<file path="config.mk">
export PLATFORM = sky130hd
export DESIGN_NAME = reloc_unit
export DESIGN_NICKNAME = d
export VERILOG_FILES = /design/src/rtl/reloc_pkg.sv /design/src/rtl/reloc_regs.sv /design/src/rtl/reloc_key_table.sv /design/src/rtl/reloc_check.sv /design/src/rtl/reloc_unit.sv
export SDC_FILE = /design/constraint.sdc
export NUM_CORES = 1
export LEC_CHECK = 0
export BUFFER_PORTS_ARGS = -buffer_cell sky130_fd_sc_hd__buf_2
export CAP_MARGIN = 10
export CORE_MARGIN = 4
export CORE_UTILIZATION = 37
export CTS_BUF_LIST = sky130_fd_sc_hd__clkbuf_16
export DETAILED_ROUTE_END_ITERATION = 6
export SYNTH_ARGS = -nofsm -noshare
export SYNTH_HDL_FRONTEND = slang
export SYNTH_HIERARCHICAL = 1
export SYNTH_SLANG_ARGS = --single-unit
export TNS_END_PERCENT = 20
</file>
<file path="constraint.sdc">
create_clock -name clk -period 5.4 [get_ports clk]
set_clock_uncertainty 0.1 [all_clocks]
set_input_delay 0.54 -clock clk [delete_from_list [all_inputs] [get_ports clk]]
set_output_delay 0.54 -clock clk [all_outputs]
set_load 0.02 [all_outputs]
</file>
<file path="src/rtl/reloc_pkg.sv">
`timescale 1ns/1ps
package reloc_pkg;
  typedef enum logic [1:0] {
    CAUSE_OK     = 2'b00,
    CAUSE_BOUNDS = 2'b01,
    CAUSE_KEY    = 2'b10
  } cause_e;

  localparam logic [1:0] SEL_BASE  = 2'b00;
  localparam logic [1:0] SEL_LIMIT = 2'b01;
  localparam logic [1:0] SEL_KEY   = 2'b10;
endpackage

</file>
<file path="src/rtl/reloc_regs.sv">
`timescale 1ns/1ps
module reloc_regs #(
  parameter int PADDR_W = 16
) (
  input  logic               clk,
  input  logic               rst_n,
  input  logic               wr_en,
  input  logic [1:0]         wr_sel,
  input  logic [PADDR_W-1:0] wr_data,
  output logic [PADDR_W-1:0] base_q,
  output logic [PADDR_W-1:0] limit_q
);
  import reloc_pkg::*;

  always_ff @(posedge clk) begin
    if (!rst_n) begin
      base_q  <= '0;
      limit_q <= '0;
    end else if (wr_en) begin
      if (wr_sel == SEL_BASE)  base_q  <= wr_data;
      if (wr_sel == SEL_LIMIT) limit_q <= wr_data;
    end
  end
endmodule

</file>
<file path="src/rtl/reloc_key_table.sv">
`timescale 1ns/1ps
module reloc_key_table #(
  parameter int IDX_W = 5,
  parameter int KEY_W = 4
) (
  input  logic             clk,
  input  logic             rst_n,
  input  logic             wr_en,
  input  logic [IDX_W-1:0] wr_idx,
  input  logic [KEY_W-1:0] wr_key,
  input  logic [IDX_W-1:0] rd_idx,
  output logic [KEY_W-1:0] rd_key
);
  localparam int NBLK = 1 << IDX_W;

  logic [KEY_W-1:0] entry [NBLK];

  for (genvar g = 0; g < NBLK; g++) begin : g_entry
    always_ff @(posedge clk) begin
      if (!rst_n)
        entry[g] <= '0;
      else if (wr_en && (wr_idx == IDX_W'(g)))
        entry[g] <= wr_key;
    end
  end

  assign rd_key = entry[rd_idx];
endmodule

</file>
<file path="src/rtl/reloc_check.sv">
`timescale 1ns/1ps
module reloc_check #(
  parameter int LADDR_W = 14,
  parameter int PADDR_W = 16,
  parameter int BLK_W   = 11,
  parameter int KEY_W   = 4
) (
  input  logic [LADDR_W-1:0]       laddr,
  input  logic [PADDR_W-1:0]       base,
  input  logic [PADDR_W-1:0]       limit,
  input  logic [KEY_W-1:0]         acc_key,
  input  logic [KEY_W-1:0]         blk_key,
  output logic [PADDR_W-1:0]       phys,
  output logic [PADDR_W-BLK_W-1:0] blk_idx,
  output logic                     bnd_err,
  output logic                     key_err
);
  localparam int IDX_W = PADDR_W - BLK_W;

  function automatic logic [PADDR_W:0] wide_add(
    input logic [PADDR_W-1:0] a,
    input logic [PADDR_W-1:0] b
  );
    return {1'b0, a} + {1'b0, b};
  endfunction

  function automatic logic key_denied(
    input logic [KEY_W-1:0] have,
    input logic [KEY_W-1:0] need
  );
    return (have != '0) && (have != need);
  endfunction

  logic [PADDR_W:0] reloc_w;
  logic [PADDR_W:0] bound_w;

  always_comb begin
    reloc_w = wide_add(base, PADDR_W'(laddr));
    bound_w = wide_add(base, limit);
    phys    = reloc_w[PADDR_W-1:0];
    blk_idx = reloc_w[PADDR_W-1 -: IDX_W];
    bnd_err = (reloc_w > bound_w) || reloc_w[PADDR_W];
    key_err = key_denied(acc_key, blk_key);
  end
endmodule

</file>
<file path="src/rtl/reloc_unit.sv">
`timescale 1ns/1ps
module reloc_unit #(
  parameter int LADDR_W = 14,
  parameter int PADDR_W = 16,
  parameter int BLK_W   = 11,
  parameter int KEY_W   = 4,
  localparam int IDX_W  = PADDR_W - BLK_W
) (
  input  logic               clk,
  input  logic               rst_n,
  input  logic               wr_en,
  input  logic [1:0]         wr_sel,
  input  logic [IDX_W-1:0]   wr_idx,
  input  logic [PADDR_W-1:0] wr_data,
  input  logic               req_valid,
  input  logic [LADDR_W-1:0] req_laddr,
  input  logic [KEY_W-1:0]   req_key,
  output logic               out_valid,
  output logic [PADDR_W-1:0] out_addr,
  output logic               out_err,
  output logic [1:0]         out_cause
);
  import reloc_pkg::*;

  logic [PADDR_W-1:0] base_q, limit_q;
  logic [PADDR_W-1:0] phys_w;
  logic [IDX_W-1:0]   blk_idx_w;
  logic [KEY_W-1:0]   blk_key_w;
  logic               bnd_err_w, key_err_w;
  logic               key_wr_w;
  cause_e             cause_w;

  assign key_wr_w = wr_en && (wr_sel == SEL_KEY);

  reloc_regs #(.PADDR_W(PADDR_W)) u_regs (
    .clk(clk), .rst_n(rst_n), .wr_en(wr_en), .wr_sel(wr_sel),
    .wr_data(wr_data), .base_q(base_q), .limit_q(limit_q)
  );

  reloc_key_table #(.IDX_W(IDX_W), .KEY_W(KEY_W)) u_keys (
    .clk(clk), .rst_n(rst_n), .wr_en(key_wr_w), .wr_idx(wr_idx),
    .wr_key(wr_data[KEY_W-1:0]), .rd_idx(blk_idx_w), .rd_key(blk_key_w)
  );

  reloc_check #(.LADDR_W(LADDR_W), .PADDR_W(PADDR_W), .BLK_W(BLK_W), .KEY_W(KEY_W)) u_check (
    .laddr(req_laddr), .base(base_q), .limit(limit_q), .acc_key(req_key),
    .blk_key(blk_key_w), .phys(phys_w), .blk_idx(blk_idx_w),
    .bnd_err(bnd_err_w), .key_err(key_err_w)
  );

  always_comb begin
    if (bnd_err_w)      cause_w = CAUSE_BOUNDS;
    else if (key_err_w) cause_w = CAUSE_KEY;
    else                cause_w = CAUSE_OK;
  end

  always_ff @(posedge clk) begin
    if (!rst_n) begin
      out_valid <= 1'b0;
      out_addr  <= '0;
      out_err   <= 1'b0;
      out_cause <= CAUSE_OK;
    end else begin
      out_valid <= req_valid;
      if (req_valid) begin
        out_cause <= cause_w;
        out_err   <= (cause_w != CAUSE_OK);
        out_addr  <= (cause_w == CAUSE_OK) ? phys_w : '0;
      end
    end
  end
endmodule

</file>
# Yosys cells after proc, flatten, opt, wreduce, memory -nomap -nowiden
# Memory sizes are Yosys's and may differ from the RTL's.
# Cells that the tools add are included.
word_totals:
  ff_bits: 52
  ram_bits: 128
  input_bits: 45
  out_inout_bits: 20
  wordCells: 250
  n_memories: 1
op_classes:
  n_addsub: 2
  n_lt_le_gt_ge: 1
  n_eq_ne: 34
  n_mux: 132
  bitwise_logic: 32
  reduce_logical: 42
mem_list:
  columns: ["memory", "depth", "word_bits", "read_ports", "rd_ports_with_merged_regs", "wr", "line_no", "source"]
  rows:
  - ["u_keys.entry", 32, 4, 1, 0, 32, "reloc_key_table.sv:16", "logic [KEY_W-1:0] entry [NBLK];"]
op_table:
  columns: ["op", "n"]
  rows:
  - ["$mux 4", 32]
  - ["$mux 1", 97]
  - ["$eq 5x5->1 const B", 16]
  - ["$eq 5x4->1 const B", 8]
  - ["$logic_and 1x1->1", 34]
  - ["$or 1x1->1", 32]
  - ["$eq 5x3->1 const B", 4]
  - ["$add 16x14->17", 1]
  - ["$add 16x16->17", 1]
  - ["$gt 17x17->1", 1]
  - ["$mux 16", 1]
  - ["$eq 5x2->1 const B", 2]
  - ["$eq 5x1->1 const B", 1]
  - ["$logic_not 5->1", 1]
  - ["$logic_not 2->1", 2]
  - ["$mux 2", 2]
  - ["$ne 4x4->1", 1]
  - ["$reduce_and 2->1", 2]
  - ["$reduce_bool 4->1", 1]
  - ["$eq 2x1->1 const B", 1]
  - ["$eq 2x2->1 const B", 1]
  - ["$reduce_bool 2->1", 1]
  - ["$logic_or 1x1->1", 1]

# Logic depth before layout (Yosys ltp)
# Gate-level depths: netlist of the first run.
# An unclocked memory read counts as a cell.
logic_depth:
  ltp_word: 8
  ltp_mapped: 18

# Modules after synthesis
# The synthesis of the first run kept the hierarchy.
modules_own_cells:
  columns: ["module", "instances", "cells_each", "area_each_um2", "seq_area_each_um2"]
  rows:
  - ["reloc_key_table", 1, 417, 6197.2, 3843.7]
  - ["reloc_check", 1, 244, 1910.6, 0.0]
  - ["reloc_regs", 1, 123, 1243.7, 640.6]
  - ["reloc_unit", 1, 87, 982.2, 400.4]

# Worst setup path before layout of the first run
# OpenSTA, ideal clock, no wires.
synth_path:
  path_kind: "input to register"
  from: "input req_laddr[0]"
  to: "register out_addr[4]"
  setup_ps: 122
  arrival_time_ps: 4677
  required_ps: 5178
  slack_ps: 501
  cell_stages: 18
  path_cell_list: "ha_1 fa_1 a21oi_2 nor2_1 nor4_4 o21ai_2 a21boi_0 xnor2_1 buf_2 buf_6 mux4_2 mux4_2 mux2_2 xnor2_1 a41oi_1 buf_6 nand4bb_1 a21oi_2"
synth_between:
  elab_chain_len: 8
  word_cells_on_any_way: 10
  classes_between: "add/sub (1); order compare (1); eq/ne (1); mux (3); reduce/logical (3); memory (1)"
synth_lines:
  columns: ["element", "line_no", "source"]
  rows:
  - ["start, declared", "reloc_unit.sv:16", "input logic [LADDR_W-1:0] req_laddr,"]
  - ["$add 16x14->17", "reloc_check.sv:24", "return {1'b0, a} + {1'b0, b};"]
  - ["net blk_idx_w[1]", "reloc_unit.sv:27", "logic [IDX_W-1:0] blk_idx_w;"]
  - ["$mem_v2 32x4", null, null]
  - ["net blk_key_w[1]", "reloc_unit.sv:28", "logic [KEY_W-1:0] blk_key_w;"]
  - ["$ne 4x4->1", "reloc_check.sv:31", "return (have != '0) && (have != need);"]
  - ["$logic_and 1x1->1", "reloc_check.sv:31", null]
  - ["net key_err_w", "reloc_unit.sv:29", "logic bnd_err_w, key_err_w;"]
  - ["$mux 2", "reloc_unit.sv:53", "else if (key_err_w) cause_w = CAUSE_KEY;"]
  - ["$mux 2", "reloc_unit.sv:52", "if (bnd_err_w) cause_w = CAUSE_BOUNDS;"]
  - ["$logic_not 2->1", "reloc_unit.sv:68", "out_addr <= (cause_w == CAUSE_OK) ? phys_w : '0;"]
  - ["$mux 16", "reloc_unit.sv:68", null]
  - ["end signal, assigned", "reloc_unit.sv:68", null]
  - ["end, declared", "reloc_unit.sv:19", "output logic [PADDR_W-1:0] out_addr,"]
# The timed path passes the listed nets, and every way through them passes these cells.
# A chain may end at the register's enable or synchronous reset.

# Final worst setup path of the first run
layout_path:
  from: "register u_regs.base_q[0]"
  to: "register out_addr[4]"
layout_between:
  elab_chain_len: 8
  word_cells_on_any_way: 11
  classes_between: "add/sub (2); order compare (1); eq/ne (1); mux (3); reduce/logical (3); memory (1)"
layout_lines:
  columns: ["element", "line_no", "source"]
  rows:
  - ["start, declared", "reloc_regs.sv:10", "output logic [PADDR_W-1:0] base_q,"]
  - ["start signal, assigned", "reloc_regs.sv:20", "if (wr_sel == SEL_BASE) base_q <= wr_data;"]
  - ["$add 16x14->17", "reloc_check.sv:24", null]
  - ["net blk_idx_w[1]", "reloc_unit.sv:27", null]
  - ["$mem_v2 32x4", null, null]
  - ["net blk_key_w[0]", "reloc_unit.sv:28", null]
  - ["$ne 4x4->1", "reloc_check.sv:31", null]
  - ["$logic_and 1x1->1", "reloc_check.sv:31", null]
  - ["net key_err_w", "reloc_unit.sv:29", null]
  - ["$mux 2", "reloc_unit.sv:53", null]
  - ["$mux 2", "reloc_unit.sv:52", null]
  - ["$logic_not 2->1", "reloc_unit.sv:68", null]
  - ["$mux 16", "reloc_unit.sv:68", null]
# The timed path passes the listed nets, and every way through them passes these cells.

==> results of run 1 <==
[cell families after synthesis]
kind of cell    Yosys count  share of synthesized area
buf+inv                  69                     0.0378
compound gates          136                     0.0849
fa+ha+maj                49                     0.0608
flops                   180                      0.473
simple gates            330                      0.195
xor+xnor                 29                     0.0246
mux                      78                      0.124
[cell usage after synthesis, types with 5 or more instances]
cell / instances / area (um2)
a211oi_1: 6 / 45.0
a21o_1: 11 / 82.6
a21oi_1: 36 / 180
a21oi_2: 8 / 70.1
and2_1: 130 / 813
buf_2: 5 / 25.0
buf_4: 6 / 45.0
buf_6: 10 / 113
clkbuf_1: 31 / 116
dfxtp_1: 52 / 1040
edfxtp_1: 128 / 3840
ha_1: 47 / 588
inv_1: 12 / 45.0
mux2i_1: 34 / 340
mux4_2: 40 / 901
nand2_1: 58 / 218
nand2b_1: 12 / 75.1
nand2b_4: 8 / 110
nand3_1: 8 / 40.0
nand4_1: 5 / 31.3
nand4bb_1: 22 / 248
nor2_1: 50 / 188
o21ai_0: 43 / 215
o21bai_1: 5 / 37.5
xnor2_1: 21 / 184
xor2_1: 8 / 70.1
[per-stage QoR]
stage           util  instances  setup slack [ps]
4_1_cts        0.420       1292               498
3_3_place_gp   0.399       1260               252
5_1_grt        0.420       1292               186
6_report       0.420       1292               555
3_5_place_dp   0.399       1260               177
2_1_floorplan      -        871               501
[sequential cells by signal, indices dropped and copies added, names as in the netlist]
name            count
out_addr           16
out_cause           2
out_err             1
out_valid           1
u_keys/entry      128
u_regs/base_q      16
u_regs/limit_q     16
[worst max-delay path: stages, from the launching register on]
cell	delay, ps
dfxtp_1	340
ha_1	230
fa_1	420
a21oi_2	150
nor2_1	90
nor4_4	330
o21ai_2	100
a21boi_0	310
xnor2_2	170
buf_12	270
mux4_2	540
mux4_2	490
mux2_2	280
xnor2_1	130
a41oi_1	210
buf_4	250
nand4bb_1	190
a21oi_2	60
[report_power, final]
part           internal [mW]  switching, mW
Clock                  0.610          0.588
Sequential              1.54         0.0373
Combinational          0.253          0.278
Total                   2.40          0.903
[path summary, 6_finish.rpt]
kind	start	endpoint	slack (ps)	cells after the start
setup reg to reg	u_regs/base_q[0]$_SDFFE_PN0P_	out_addr[4]$_SDFFE_PN0P_	550	17
setup / recovery	u_regs/base_q[0]$_SDFFE_PN0P_	out_addr[4]$_SDFFE_PN0P_	550	17
hold reg to reg	u_regs/limit_q[4]$_SDFFE_PN0P_	u_regs/limit_q[4]$_SDFFE_PN0P_	370	2
hold / removal	wr_data[14]	u_regs/limit_q[14]$_SDFFE_PN0P_	280	3
[cell type report]
cell class / instances / area [um2] / area share
well taps: 372 / 465 / 0.0406
clock inverters: 15 / 143 / 0.0125
flip-flops and latches: 180 / 4880 / 0.427
inverters: 13 / 48.8 / 0.00426
clock buffers: 17 / 425 / 0.0371
repair buffers: 73 / 413 / 0.0361
multi-input cells: 622 / 5070 / 0.443
[layer usage]
metal	share of wire	wire length, um	GRT usage	vias to the layer above
li1	-	-	-	3278
met1	0.44	11000	0.226	3405
met2	0.47	11900	0.267	237
met3	0.070	1760	0.0366	33
met4	0.019	466	0.0511	0
met5	0	0	0	-
==> results.ini, run 1 <==
[outcome]
status = finished clean

[placement]
globalplace.congestion = 0.853
dp_hpwl_um = 17900
io_buffers = 64
placedInstanceArea_um2 = 10900

[run]
max-cap-violations = 0

[routing]
routed_wl_um = 25100
ant_nets = 0
drc = 0
first_pass_iters = 5
initialDrtViolationCount = 721
wl_per_cell_um = 19.4
vias = 6953
viasPerCell = 5.38

[finish]
stdcell_area_um2 = 11500
layout.nets = 1001
nFillCells = 2573
final_cell_mix = and2_1 (130), edfxtp_1 (128), buf_2 (64)
diodes = 0
area_growth_pct = 10.8
layout-drive-gt1-share = 0.197
final_common_cell = and2_1

[power_and_ir_drop]
ir_drop_v = 0.000218
power_mw = 3.31
leakagePower_nw = 4.28
powerDensity_nw_per_um2 = 289

[critical_path]
cp_max_fo = 34
endpoint_kind = flip-flop
critPathRequiredTime_ps = 5610
critPathLaunchType = flip-flop
crit_type = flip-flop to flip-flop
critPathArrivalTime_ps = 5060

[clock_network]
cts_max_level = 4
cts_resized = 0
path_clk_slew_ps = 70
clockBufferDepth = 2
postCtsSetupBuffers = 0
cts.sinks = 180
cts_made_buffers = 17
cts_tree = yes
clk_latency_ps = 440
root_buffer = clkbuf_16
holdBufCountCts = 0

[timing]
whs_ps = 278
tightest_slew_ps = 974
rsz0062_at_grt = false
slew_headroom = 0.349
report.final.setup_viol = 0
hold_viol_final = 0
fin_tns_setup_ps = 0
final_max_slew_viol_count = 0
max_freq_ghz = 0.206
finalCritPeriodShare = 0.897
period_needed_ps = 4850

[yosys]
async_flop_share = 0
netlist_instances = 871
yosysSeqAreaShare = 0.473
yosysUniqueCellTypes = 66
synth_fp_nets = 965
synthFlopType = edfxtp_1
syn_area_per_cell_um2 = 11.9
yosys_warnings = 6
syn_area_um2 = 10300
synth.ff_latch_count = 180
synth-edff-count = 128

[floorplanning]
die_x_um = 175
core_um2 = 27300
die_area_um2 = 30700
row_count = 60
initial_core_util = 0.379
io_pins = 65
dieHeight_um = 175

[global_route]
grt_pass1_vias = 6896
grt_max_degree = 65
overflow = 0
grt_antenna_before_repair = 0
grt_pass1_wl_um = 39400
grt_util_all_layers = 0.166

[worst_hold_path]
hold_path_class = input pin to flip-flop

Note: power is estimated with default switching activity, not from simulation.
==> run 2: changes to the inputs <==
--- a/config.mk
+++ b/config.mk
@@ -5,8 +5,10 @@
 export SDC_FILE = /design/constraint.sdc
 export NUM_CORES = 1
 export LEC_CHECK = 0
+export ABC_AREA = 0
 export BUFFER_PORTS_ARGS = -buffer_cell sky130_fd_sc_hd__buf_2
 export CAP_MARGIN = 10
+export CORE_ASPECT_RATIO = 0.6
 export CORE_MARGIN = 4
 export CORE_UTILIZATION = 37
 export CTS_BUF_LIST = sky130_fd_sc_hd__clkbuf_16
==> constraint.sdc (replaced) <==
create_clock -name clk -period 5.4 [get_ports clk]
set_clock_uncertainty 0.1 [all_clocks]
set_input_delay 1.08 -clock clk [delete_from_list [all_inputs] [get_ports clk]]
set_output_delay 1.08 -clock clk [all_outputs]
set_load 0.02 [all_outputs]
==> results.ini, run 2 (synthesis gave the netlist of run 1 again) <==
[clock_network]
root_buffer = clkbuf_16
cts_resized = 0
cts_tree = yes
path_clk_slew_ps = 70
cts_max_level = 4
clk_latency_ps = 440
holdBufCountCts = 0
cts.sinks = 180
clockBufferDepth = 2
postCtsSetupBuffers = 0
cts_made_buffers = 17

[timing]
rsz0062_at_grt = false
report.final.setup_viol = 0
tightest_slew_ps = 899
final_max_slew_viol_count = 0
setup_ws_ps = 288
fin_tns_setup_ps = 0
max_freq_ghz = 0.196
period_needed_ps = 5110
hold_viol_final = 0
slew_headroom = 0.401
finalCritPeriodShare = 0.947

[worst_hold_path]
hold-path-cell-count = 2
min_from = out_cause[1]$_SDFFE_PN0P_
hold_path_class = flip-flop to flip-flop
min_to = out_cause[1]$_SDFFE_PN0P_

[finish]
layout.nets = 1013
finish.cell_count_without_fillers = 1299
layout-drive-gt1-share = 0.209
nFillCells = 2584
largest_reg_flops = 128
stdcell_area_um2 = 11600
final_cell_mix = and2_1 (130), edfxtp_1 (128), buf_2 (64)
largest_register = u_keys/entry
final_common_cell = and2_1
area_growth_pct = 12.5
diodes = 0

[placement]
dp_cells = 1267
placedInstanceArea_um2 = 11000
dp_hpwl_um = 20600
globalplace.congestion = 0.892
pre_cts_ws_ps = -175
io_buffers = 64

[global_route]
grt_max_degree = 60
overflow = 0
grt_util_all_layers = 0.183
grt_antenna_before_repair = 1
grt_pass1_wl_um = 41400
grt_pass1_vias = 6375

[floorplanning]
initial_core_util = 0.375
core_um2 = 27500
io_pins = 65
row_count = 47
dieHeight_um = 137
die_x_um = 224
die_area_um2 = 30800

[routing]
ant_nets = 0
drc = 0
viasPerCell = 5.51
first_pass_iters = 7
routed_wl_um = 28100
vias = 7159
wl_per_cell_um = 21.7
initialDrtViolationCount = 887

[critical_path]
max_stage_delay_ps = 520
rr_endpoint = out_addr[13]$_SDFFE_PN0P_
r2r_cells = 18
startpoint = req_laddr[0]
critPathArrivalTime_ps = 5380
r2r_start = u_regs/base_q[0]$_SDFFE_PN0P_
endpoint_kind = flip-flop
critPathLaunchType = input pin
critPathTopFamily = multiplexers
critPathRequiredTime_ps = 5670
r2r_slack_ps = 680
cp_slowest_cell = mux4_2
critPathBufInv = 4
crit_type = input pin to flip-flop
cp_max_fo = 19
critical_path.cell_chain = buf_2, ha_1, fa_1, a21oi_2, nor2_1, nor4_4, o21ai_2, a21boi_0, buf_4, xnor2_2, buf_12, mux4_2, mux4_2, mux2_2, xnor2_1, a41oi_2, buf_12, nand4bb_1, a21oi_1

[power_and_ir_drop]
sw_frac_of_total = 0.274
p_seq_frac = 0.457
power_switching_mw = 0.952
clockPowerShare = 0.381
intPower_mw = 2.52
ir_drop_v = 0.000253
comb_power_share = 0.162
powerDensity_nw_per_um2 = 299
leakagePower_nw = 4.37

[outcome]
status = finished clean

[run]
max-cap-violations = 0

==> run 2: changes by cell type in the layout (fill, tap and decap cells not counted), sizes merged <==
cell / before / now
buf: 73 / 85
bufinv: 0 / 2
clkinv: 7 / 3
inv: 20 / 22
==> run 2: worst max-delay path by stage <==
stage,to,cells past startpoint
finish,out_addr[13]$_SDFFE_PN0P_,19
global route,out_addr[14]$_SDFFE_PN0P_,19
floorplan,out_addr[4]$_SDFFE_PN0P_,18
global placement,out_addr[6]$_SDFFE_PN0P_,19
detailed placement,out_addr[3]$_SDFFE_PN0P_,19
CTS,out_addr[3]$_SDFFE_PN0P_,19
==> run 2: power by group through the flow <==
stage / clock network (mW) / logic, mW / registers [mW]
2_1_floorplan: 0 / 0.407 / 1.60
3_3_place_gp: 0 / 0.552 / 1.62
3_5_place_dp: 0 / 0.558 / 1.62
4_1_cts: 1.35 / 0.560 / 1.59
5_1_grt: 1.41 / 0.607 / 1.59
6_report: 1.32 / 0.562 / 1.59
==> run 2: layout make-up <==
cell class	count	area (um2)	area share
clock buffer	17	425	0.0366
inverter	13	48.8	0.00420
clock inverter	15	208	0.0179
tap	367	459	0.0395
sequential	180	4880	0.420
multi-input combinational	622	5080	0.437
timing repair buffer	85	515	0.0444
==> run 2: per-layer routing <==
| layer | routed length [um] | up-vias | GRT usage |
|---|---|---|---|
| met5 | 13 | - | 0 |
| met4 | 215 | 2 | 0.0359 |
| met3 | 3330 | 17 | 0.0709 |
| met2 | 9690 | 317 | 0.203 |
| met1 | 14900 | 3535 | 0.312 |
| li1 | - | 3288 | - |
==> run 2: tightest hold or removal path, cell delays in order, from the launching register on <==
cell and delay [ps]:
dfxtp_1 310, nand2b_1 60, a21oi_1 50
==> run 2: per-stage QoR <==
| stage | utilization | power, mW | hold WS [ps] |
|---|---|---|---|
| 2_1_floorplan | - | 2.00 | 342 |
| 3_3_place_gp | 0.399 | 2.17 | 352 |
| 3_5_place_dp | 0.399 | 2.17 | 359 |
| 4_1_cts | 0.422 | 3.50 | 371 |
| 5_1_grt | 0.422 | 3.61 | 387 |
| 6_report | 0.422 | 3.47 | 369 |
